## src/rtl/regif_pkg.sv

```systemverilog
package regif_pkg;

    localparam int IDX_W = 7;
    localparam int CMD_W = IDX_W + 1;

    typedef enum logic [1:0] {
        PORT_HOST_DATA = 2'b00,
        PORT_HOST_CMD  = 2'b01,
        PORT_DEV_DATA  = 2'b10,
        PORT_DEV_CMD   = 2'b11
    } port_e;

    typedef enum logic [1:0] {
        ST_IDLE   = 2'd0,
        ST_WRITE  = 2'd1,
        ST_COMMIT = 2'd2
    } wr_state_e;

    function automatic logic port_is_cmd(input logic [1:0] p);
        return p[0];
    endfunction

    function automatic logic port_ctrl(input logic [1:0] p);
        return p[1];
    endfunction

endpackage

```

## src/rtl/regif_sync.sv

```systemverilog
module regif_sync #(
    parameter int W = 1,
    parameter int STAGES = 2,
    parameter logic [W-1:0] RST_VAL = '0
) (
    input  logic         clk,
    input  logic         rst_n,
    input  logic [W-1:0] d,
    output logic [W-1:0] q
);
    logic [W-1:0] chain [STAGES];

    always_ff @(posedge clk or negedge rst_n) begin
        if (!rst_n) begin
            for (int s = 0; s < STAGES; s++) chain[s] <= RST_VAL;
        end else begin
            chain[0] <= d;
            for (int s = 1; s < STAGES; s++) chain[s] <= chain[s-1];
        end
    end

    assign q = chain[STAGES-1];
endmodule

```

## src/rtl/regif_cmd_latch.sv

```systemverilog
module regif_cmd_latch
    import regif_pkg::*;
(
    input  logic             clk,
    input  logic             rst_n,
    input  logic             load,
    input  logic [CMD_W-1:0] load_cmd,
    output logic             cmd_dir,
    output logic [IDX_W-1:0] cmd_idx
);
    logic [CMD_W-1:0] cmd_q;

    always_ff @(posedge clk or negedge rst_n) begin
        if (!rst_n)    cmd_q <= '0;
        else if (load) cmd_q <= load_cmd;
    end

    assign cmd_dir = cmd_q[CMD_W-1];
    assign cmd_idx = cmd_q[IDX_W-1:0];

    AST_CMD_HOLD: assert property (@(posedge clk) disable iff (!rst_n)
        !load |=> $stable(cmd_q));
endmodule

```

## src/rtl/regif_regbank.sv

```systemverilog
module regif_regbank
    import regif_pkg::*;
#(
    parameter int DATA_W = 16,
    parameter int REG_COUNT = 8
) (
    input  logic              clk,
    input  logic              rst_n,
    input  logic [IDX_W-1:0]  idx,
    input  logic              wr_en,
    input  logic [DATA_W-1:0] wr_data,
    output logic [DATA_W-1:0] rd_data
);
    localparam int SEL_W = (REG_COUNT > 1) ? $clog2(REG_COUNT) : 1;

    logic [REG_COUNT-1:0][DATA_W-1:0] mem;
    logic                             in_range;
    logic [SEL_W-1:0]                 sel;

    assign in_range = int'(idx) < REG_COUNT;
    assign sel      = idx[SEL_W-1:0];

    for (genvar r = 0; r < REG_COUNT; r++) begin : g_reg
        always_ff @(posedge clk or negedge rst_n) begin
            if (!rst_n)
                mem[r] <= '0;
            else if (wr_en && in_range && int'(sel) == r)
                mem[r] <= wr_data;
        end
    end

    assign rd_data = in_range ? mem[sel] : '0;

    AST_MEM_HOLD: assert property (@(posedge clk) disable iff (!rst_n)
        !wr_en |=> $stable(mem));
endmodule

```

## src/rtl/cmd_port_regif.sv

```systemverilog
module cmd_port_regif
    import regif_pkg::*;
#(
    parameter int DATA_W = 16,
    parameter int REG_COUNT = 8,
    parameter int SYNC_STAGES = 2
) (
    input  logic              clk,
    input  logic              rst_n,
    input  logic              bus_cs_n,
    input  logic [1:0]        bus_addr,
    input  logic              bus_rd_n,
    input  logic              bus_wr_n,
    input  logic [DATA_W-1:0] bus_din,
    output logic [DATA_W-1:0] bus_dout,
    output logic              bus_doe
);
    localparam int NUM_CTRL = 2;
    localparam int SYNC_W = 4 + DATA_W;
    localparam logic [SYNC_W-1:0] SYNC_RST = {2'b11, {(SYNC_W-2){1'b0}}};

    logic [SYNC_W-1:0] sync_q;
    logic              cs_s, wr_s;
    logic [1:0]        addr_s;
    logic [DATA_W-1:0] din_s;

    regif_sync #(.W(SYNC_W), .STAGES(SYNC_STAGES), .RST_VAL(SYNC_RST)) u_sync (
        .clk   (clk),
        .rst_n (rst_n),
        .d     ({bus_cs_n, bus_wr_n, bus_addr, bus_din}),
        .q     (sync_q)
    );
    assign {cs_s, wr_s, addr_s, din_s} = sync_q;

    wr_state_e         state_q, state_d;
    logic [1:0]        lat_port;
    logic [DATA_W-1:0] lat_data;

    always_ff @(posedge clk or negedge rst_n) begin
        if (!rst_n) state_q <= ST_IDLE;
        else        state_q <= state_d;
    end

    always_comb begin
        state_d = state_q;
        unique case (state_q)
            ST_IDLE:   if (!cs_s && !wr_s) state_d = ST_WRITE;
            ST_WRITE:  if (wr_s)           state_d = ST_COMMIT;
            ST_COMMIT:                     state_d = ST_IDLE;
            default:                       state_d = ST_IDLE;
        endcase
    end

    always_ff @(posedge clk or negedge rst_n) begin
        if (!rst_n) begin
            lat_port <= '0;
            lat_data <= '0;
        end else begin
            if (state_q == ST_IDLE && state_d == ST_WRITE) begin
                lat_port <= addr_s;
                lat_data <= din_s;
            end else if (state_q == ST_WRITE && !wr_s) begin
                lat_data <= din_s;
            end
        end
    end

    logic [NUM_CTRL-1:0] cmd_load, bank_wr, cmd_dir;
    logic [IDX_W-1:0]    cmd_idx [NUM_CTRL];
    logic [DATA_W-1:0]   bank_rd [NUM_CTRL];

    always_comb begin
        cmd_load = '0;
        bank_wr  = '0;
        if (state_q == ST_COMMIT) begin
            if (port_is_cmd(lat_port))
                cmd_load[port_ctrl(lat_port)] = 1'b1;
            else if (cmd_dir[port_ctrl(lat_port)])
                bank_wr[port_ctrl(lat_port)] = 1'b1;
        end
    end

    for (genvar g = 0; g < NUM_CTRL; g++) begin : g_ctrl
        regif_cmd_latch u_cmd (
            .clk      (clk),
            .rst_n    (rst_n),
            .load     (cmd_load[g]),
            .load_cmd (lat_data[CMD_W-1:0]),
            .cmd_dir  (cmd_dir[g]),
            .cmd_idx  (cmd_idx[g])
        );
        regif_regbank #(.DATA_W(DATA_W), .REG_COUNT(REG_COUNT)) u_bank (
            .clk     (clk),
            .rst_n   (rst_n),
            .idx     (cmd_idx[g]),
            .wr_en   (bank_wr[g]),
            .wr_data (lat_data),
            .rd_data (bank_rd[g])
        );
    end

    logic [DATA_W-1:0] rd_val;
    logic              rd_ctrl;

    always_comb begin
        rd_ctrl = port_ctrl(bus_addr);
        rd_val  = '0;
        if (!port_is_cmd(bus_addr) && !cmd_dir[rd_ctrl])
            rd_val = bank_rd[rd_ctrl];
    end

    assign bus_doe  = !bus_cs_n && !bus_rd_n;
    assign bus_dout = bus_doe ? rd_val : '0;

    AST_ONE_TARGET: assert property (@(posedge clk) disable iff (!rst_n)
        $onehot0({cmd_load, bank_wr}));
    AST_CS_BLOCKS: assert property (@(posedge clk) disable iff (!rst_n)
        (state_q == ST_IDLE && cs_s) |=> state_q == ST_IDLE);
    AST_DOUT_QUIET: assert property (@(posedge clk) disable iff (!rst_n)
        !bus_doe |-> bus_dout == '0);
    AST_CMD_RD_ZERO: assert property (@(posedge clk) disable iff (!rst_n)
        (!bus_cs_n && !bus_rd_n && bus_addr[0]) |-> bus_dout == '0);
endmodule

```

## config.mk

```make
export PLATFORM = sky130hd
export DESIGN_NAME = cmd_port_regif
export DESIGN_NICKNAME = d
export VERILOG_FILES = /design/src/rtl/regif_pkg.sv /design/src/rtl/regif_sync.sv /design/src/rtl/regif_cmd_latch.sv /design/src/rtl/regif_regbank.sv /design/src/rtl/cmd_port_regif.sv
export SDC_FILE = /design/constraint.sdc
export NUM_CORES = 1
export LEC_CHECK = 0
export BUFFER_PORTS_ARGS = -buffer_cell sky130_fd_sc_hd__buf_2
export CAP_MARGIN = 20
export CORE_MARGIN = 8
export CORE_UTILIZATION = 45
export CTS_CLUSTER_SIZE = 28
export DETAILED_ROUTE_END_ITERATION = 10
export PLACE_DENSITY = 0.62
export SETUP_SLACK_MARGIN = 0.4
export SYNTH_ARGS = -nofsm -noshare
export SYNTH_HDL_FRONTEND = slang
export SYNTH_HIERARCHICAL = 1
export SYNTH_SLANG_ARGS = --single-unit
```

## constraint.sdc

```tcl
create_clock -name clk -period 6.24 [get_ports clk]
set_input_delay 1.248 -clock clk [delete_from_list [all_inputs] [get_ports clk]]
set_output_delay 1.248 -clock clk [all_outputs]
set_load 0.1 [all_outputs]
```

# Word-level counts from Yosys, hierarchy flattened
# Cells that the tools add are included.
[classes]
mux = 27
n_reduce_logical = 34
order_cmp = 8
bitwise_logic = 1
n_eq_ne = 17
[ops]
columns = ["operator", "count"]
rows = [
  ["two-way mux 16 bit", 11],
  ["binary-select mux 16 bit (select 3 bit)", 2],
  ["== test 3 bit, second input constant", 8],
  ["logical AND 1 bit", 24],
  ["< comparator 7 x 4 -> 1 bit, second input constant", 2],
  ["two-way mux 2 bit", 7],
  ["== test 3 x 2 -> 1 bit, second input constant", 4],
  ["< comparator 3 x 4 -> 1 bit, second input constant", 2],
  ["== test 3 x 1 -> 1 bit, second input constant", 2],
  ["logical NOT 1 bit", 6],
  ["logical NOT 3 bit", 2],
  ["two-way mux 1 bit", 5],
  ["== test 2 x 1 -> 1 bit, second input constant", 2],
  ["< comparator 1 x 2 -> 1 bit, second input constant", 2],
  ["case mux 2 bit (2 select lines)", 1],
  ["== test 2 bit, second input constant", 1],
  [">= comparator 2 bit, second input constant", 1],
  ["logical NOT 2 bit", 1],
  ["NOT 1 -> 2 bit", 1],
  ["nonzero test 2 bit", 1],
  ["demux 1 bit (select 1 bit)", 1],
  [">= comparator 1 bit, second input constant", 1],
]
[word_totals]
out_inout_bits = 17
register_bits = 332

# Depth between registers and ports, before layout
[logic_depth]
ltp_word = 9
ltp_mapped = 8
depth_no_buf = 5

# Cells and area by module
# The synthesis kept the hierarchy.
[by_module_without_submodules]
columns = ["mod", "cells_per_inst", "seq_area_each_um2", "area_each_um2", "n_inst"]
rows = [
  ["regif_regbank", 412, 3203.1, 5941.9, 2],
  ["regif_sync", 60, 1006.0, 1156.1, 1],
  ["cmd_port_regif", 90, 500.5, 1071.0, 1],
  ["regif_cmd_latch", 17, 200.2, 331.6, 2],
]

# Worst setup path after synthesis
# Ideal clock, no wire load.
[synth_path]
path_type = "input to output"
startpoint = "input bus_rd_n"
endpoint = "output bus_dout[10]"
arrival_time_ps = 4415
path_buffers = 1
t_required_ps = 4992
path_stages = 4
slack_ps = 577
path_cell_list = "nor2_1 nand3b_2 buf_6 nor2_1"
[synth_between]
elab_chain_len = 3
[synth_lines]
columns = ["element", "line", "rtl"]
rows = [
  ["from (decl)", "cmd_port_regif.sv:12", "input logic bus_rd_n,"],
  ["logical NOT 1 bit", "cmd_port_regif.sv:112", "assign bus_doe = !bus_cs_n && !bus_rd_n;"],
  ["logical AND 1 bit", "cmd_port_regif.sv:112", ""],
  ["two-way mux 16 bit", "cmd_port_regif.sv:113", "assign bus_dout = bus_doe ? rd_val : '0;"],
  ["to (decl)", "cmd_port_regif.sv:15", "output logic [DATA_W-1:0] bus_dout,"],
]
# Every way passes these cells.

==> results.txt <==
Timing analysis after detailed placement gives a worst setup slack of 1.87 ns. The cell area after placement is 0.0152 mm^2. The area of the placeable core came out at 0.0325 mm^2.

Entering global routing, the biggest net connects 96 pins. The number of nets handed over by synthesis was 1031. Leaving out fill and tap cells, the most frequent cell in the layout is mux2_2. The via total after detailed routing is 8261. In the synthesized netlist the async set-or-reset flop fraction comes to 1.00.

Setup repair after global routing left no endpoint under its margin. The maximum fanout along the worst path came out at 45. At the end of routability-driven placement, the weighted congestion stood at 0.755. The area overhead of the layout relative to synthesis is 10.9%. The cell sitting at the root of the clock tree is a clkbuf_16. The floorplan step defined a die boundary enclosing 0.0389 mm^2. The leakage power figure came out at 8.02 nW. The final period demand of the worst path came out at 4.89 ns. The critical path is of the reg -> out type. For this design the ratio of total power to cell area is 361 mW/mm^2. The count of antenna diodes in the layout came out at 0. The required time of the critical path came out at 4.99 ns.

The final number of max-transition violations came out at 0. The synthesized flop and latch total came out at 332. The first global-routing pass estimated 53.2 mm of wire.

For this run, the register share of the synthesized area comes to 0.563. The register-to-register path setup slack came out at 3.11 ns. The setup TNS is 0 ns. The row count is 66. The sort of element at the start of the critical path is a flip-flop. The total iterations of the first detailed-routing run came out at 4. The worst reg2reg path startpoint is state_q[0]$_DFF_PN0_. The fill cell total of the finished layout is 2868.

The post-cts repair resize count came out at 0. The number of cells on the worst reg-to-reg path is 6. The wire-length estimate of the detail-placed layout is 20.0 mm. The setup violation total in the final timing report is 0. The kind of path behind the tightest hold check is reg -> reg. The CTS buffer count came out at 38.

The mean instance size in the synthesized netlist came out at 14.7 um^2. After clock tree synthesis, the clock-pin slew on the worst setup and hold paths is 0.06 ns. For the pin with the worst max-slew slack, the measured transition is 1.03 ns.

The type of element capturing the critical path is an output port. The height of the die is 197 um. The maximum clock rate is 205 MHz.

The count of flip-flops with a built-in enable after synthesis is 0. The count of boundary I/O pins is 40. The die width is 197 um.

For this run, the leading register cell type out of synthesis is dfrtp_1. The maximum resistive drop on vdd came out at 0.176 mV. The number of antenna-violating nets in the routed design came out at 0.

The total of hold buffers inserted after clock tree synthesis came out at 0. Of the post-synthesis cell area, the dominant cell type holds 0.556. The number of global-route vias before repair is 8829. Synthesis produced a netlist whose cell count is 1008. The number of max-cap violations is 0.

The flow ran to the end, and the final reports show no timing, DRC or antenna violations. The warning count from the yosys run came out at 6. The number of clock sinks is 332. The DRC violation count after routing came out at 0. The total detailed-routing wirelength is 33.2 mm.

The deepest clock path buffer count came out at 3. The initial antenna violation count was 0. The number of library cell types mapped by synthesis is 36. TritonCTS built the clock tree. Sorting the synthesized cells by area gives the leading types as dfrtp_1 56%, mux2_2 27%, mux2i_1 2.6%.

The final clock skew is 0.0171 ns. The global-route total usage across every layer came out at 0.174. The final count of hold timing violations is 0. The starting DRC count in detailed routing came out at 399. The synthesized design spends more area on one cell type than any other, namely dfrtp_1. The final standard cell area without fillers is 0.0164 mm^2. The effective utilization at floorplan came out at 0.455. The top cell types in the final layout, fill and taps aside, are 357 x mux2_2, 326 x dfrtp_1, 42 x o22ai_1, 39 x mux2i_1, 39 x clkbuf_16. The depth of the worst hold-timing path came out at 0.

The data arrival time of the critical path came out at 3.64 ns. After global routing the overflow that remains totals 0. The ratio of cells with drive above 1 in the final layout came out at 0.489.

The detail-routed net length per standard cell is 22.3 um. The endpoint identified for the worst register-to-register timing path is g_ctrl[0].u_bank/mem[24]$_DFFE_PN0P_. The clock latency reported for the late side of the worst-skew pair came out at 0.51 ns. The synthesized netlist occupies a cell area of 0.0148 mm^2. The start point of the worst hold path is u_sync/chain[37]$_DFF_PN0_.

The total of buffers placed on input and output ports is 39. The final critical-path share of the clock period is 0.783. The number of nets at the end of the flow is 1047.

Headroom to the max-slew limit came out at 0.313. In the routed layout, each cell is associated on average with a via count of 5.54. The number of levels the H-tree was split into came out at 2. The post-CTS setup buffer count is 0. The worst setup slack after layout came out at 1.35 ns. The path with the worst hold slack has its endpoint at u_sync/q[17]$_DFF_PN0_.
Yosys cell counts, types with 7 or more instances:
master / n
o22ai_1: 42
buf_2: 33
mux2_2: 357
nor2_1: 23
clkbuf_1: 12
a211oi_1: 22
nor2b_1: 23
buf_6: 7
buf_4: 24
mux2_4: 16
mux2i_1: 39
dfrtp_1: 328
a2111oi_0: 22
nor3_1: 10
worst max path at each step:
stage                                               from           end  slack [ns]  depth (start not counted)
floorplan                                       bus_rd_n  bus_dout[10]        0.58                          4
global placement    g_ctrl[0].u_cmd/cmd_q[1]$_DFFE_PN0P_   bus_dout[6]        1.88                          7
detailed placement  g_ctrl[0].u_cmd/cmd_q[1]$_DFFE_PN0P_   bus_dout[6]        1.87                          7
CTS                 g_ctrl[0].u_cmd/cmd_q[1]$_DFFE_PN0P_   bus_dout[6]        1.31                          7
global route        g_ctrl[0].u_cmd/cmd_q[1]$_DFFE_PN0P_   bus_dout[6]        1.13                          7
finish              g_ctrl[0].u_cmd/cmd_q[1]$_DFFE_PN0P_   bus_dout[6]        1.35                          7
logic make-up (layout without fill, tap and decap cells):
kind of cell | Yosys count | count (layout) | synth area share
multiplexers | 413 | 413 | 0.316
AO/OA/AOI/OAI | 87 | 87 | 0.0431
flip-flops | 332 | 332 | 0.563
AND/OR/NAND/NOR | 92 | 92 | 0.0447
buffers and inverters | 84 | 124 | 0.0340
where the power goes:
| group | total, mW | switching, mW | leakage [nW] | internal, mW |
|---|---|---|---|---|
| combinational | 1.17 | 0.688 | 2.96 | 0.480 |
| clock | 2.13 | 0.852 | 0.590 | 1.28 |
| sequential | 2.61 | 0.325 | 4.47 | 2.29 |
cell type report:
type | count | area, um^2 | share of cell area
well taps | 442 | 553 | 0.0338
inverters | 2 | 7.51 | 0.000458
clock inverters | 9 | 76.3 | 0.00466
repair buffers | 58 | 348 | 0.0212
flip-flops and latches | 332 | 8320 | 0.508
multi-input cells | 592 | 5960 | 0.364
clock buffers | 55 | 1120 | 0.0681
per-layer routing:
layer / vias to the layer above / share of wire / track usage
met5: - / 0 / 0
met4: 0 / 0.016 / 0.0421
met3: 41 / 0.042 / 0.0274
met2: 141 / 0.45 / 0.263
met1: 4365 / 0.49 / 0.259
li1: 3714 / - / -
critical path: stages, from the launching register on:
cell       delay [ns]
dfrtp_4          0.83
buf_4            0.54
mux2_2           0.25
o22ai_1          0.08
a2111oi_0        0.59
mux2i_1          0.22
nor2_1           0.14
buf_2            0.45
stage by stage:
stage	std cells	hold slack, ns	total power, mW	utilization
floorplan	1008	0.331	3.36	-
global placement	1426	0.333	3.81	0.468
detailed placement	1426	0.335	3.82	0.468
CTS	1490	0.335	5.98	0.505
global route	1490	0.349	6.17	0.505
finish	1490	0.340	5.91	0.505
sequential cells by signal, summed over array words and instances, names as in the netlist:
register / flops
g_ctrl.u_cmd/cmd_q: 16
lat_data: 16
state_q: 2
u_sync/chain: 20
g_ctrl.u_bank/mem: 256
lat_port: 2
u_sync/q: 20
Power figures use the tool's default switching activity.
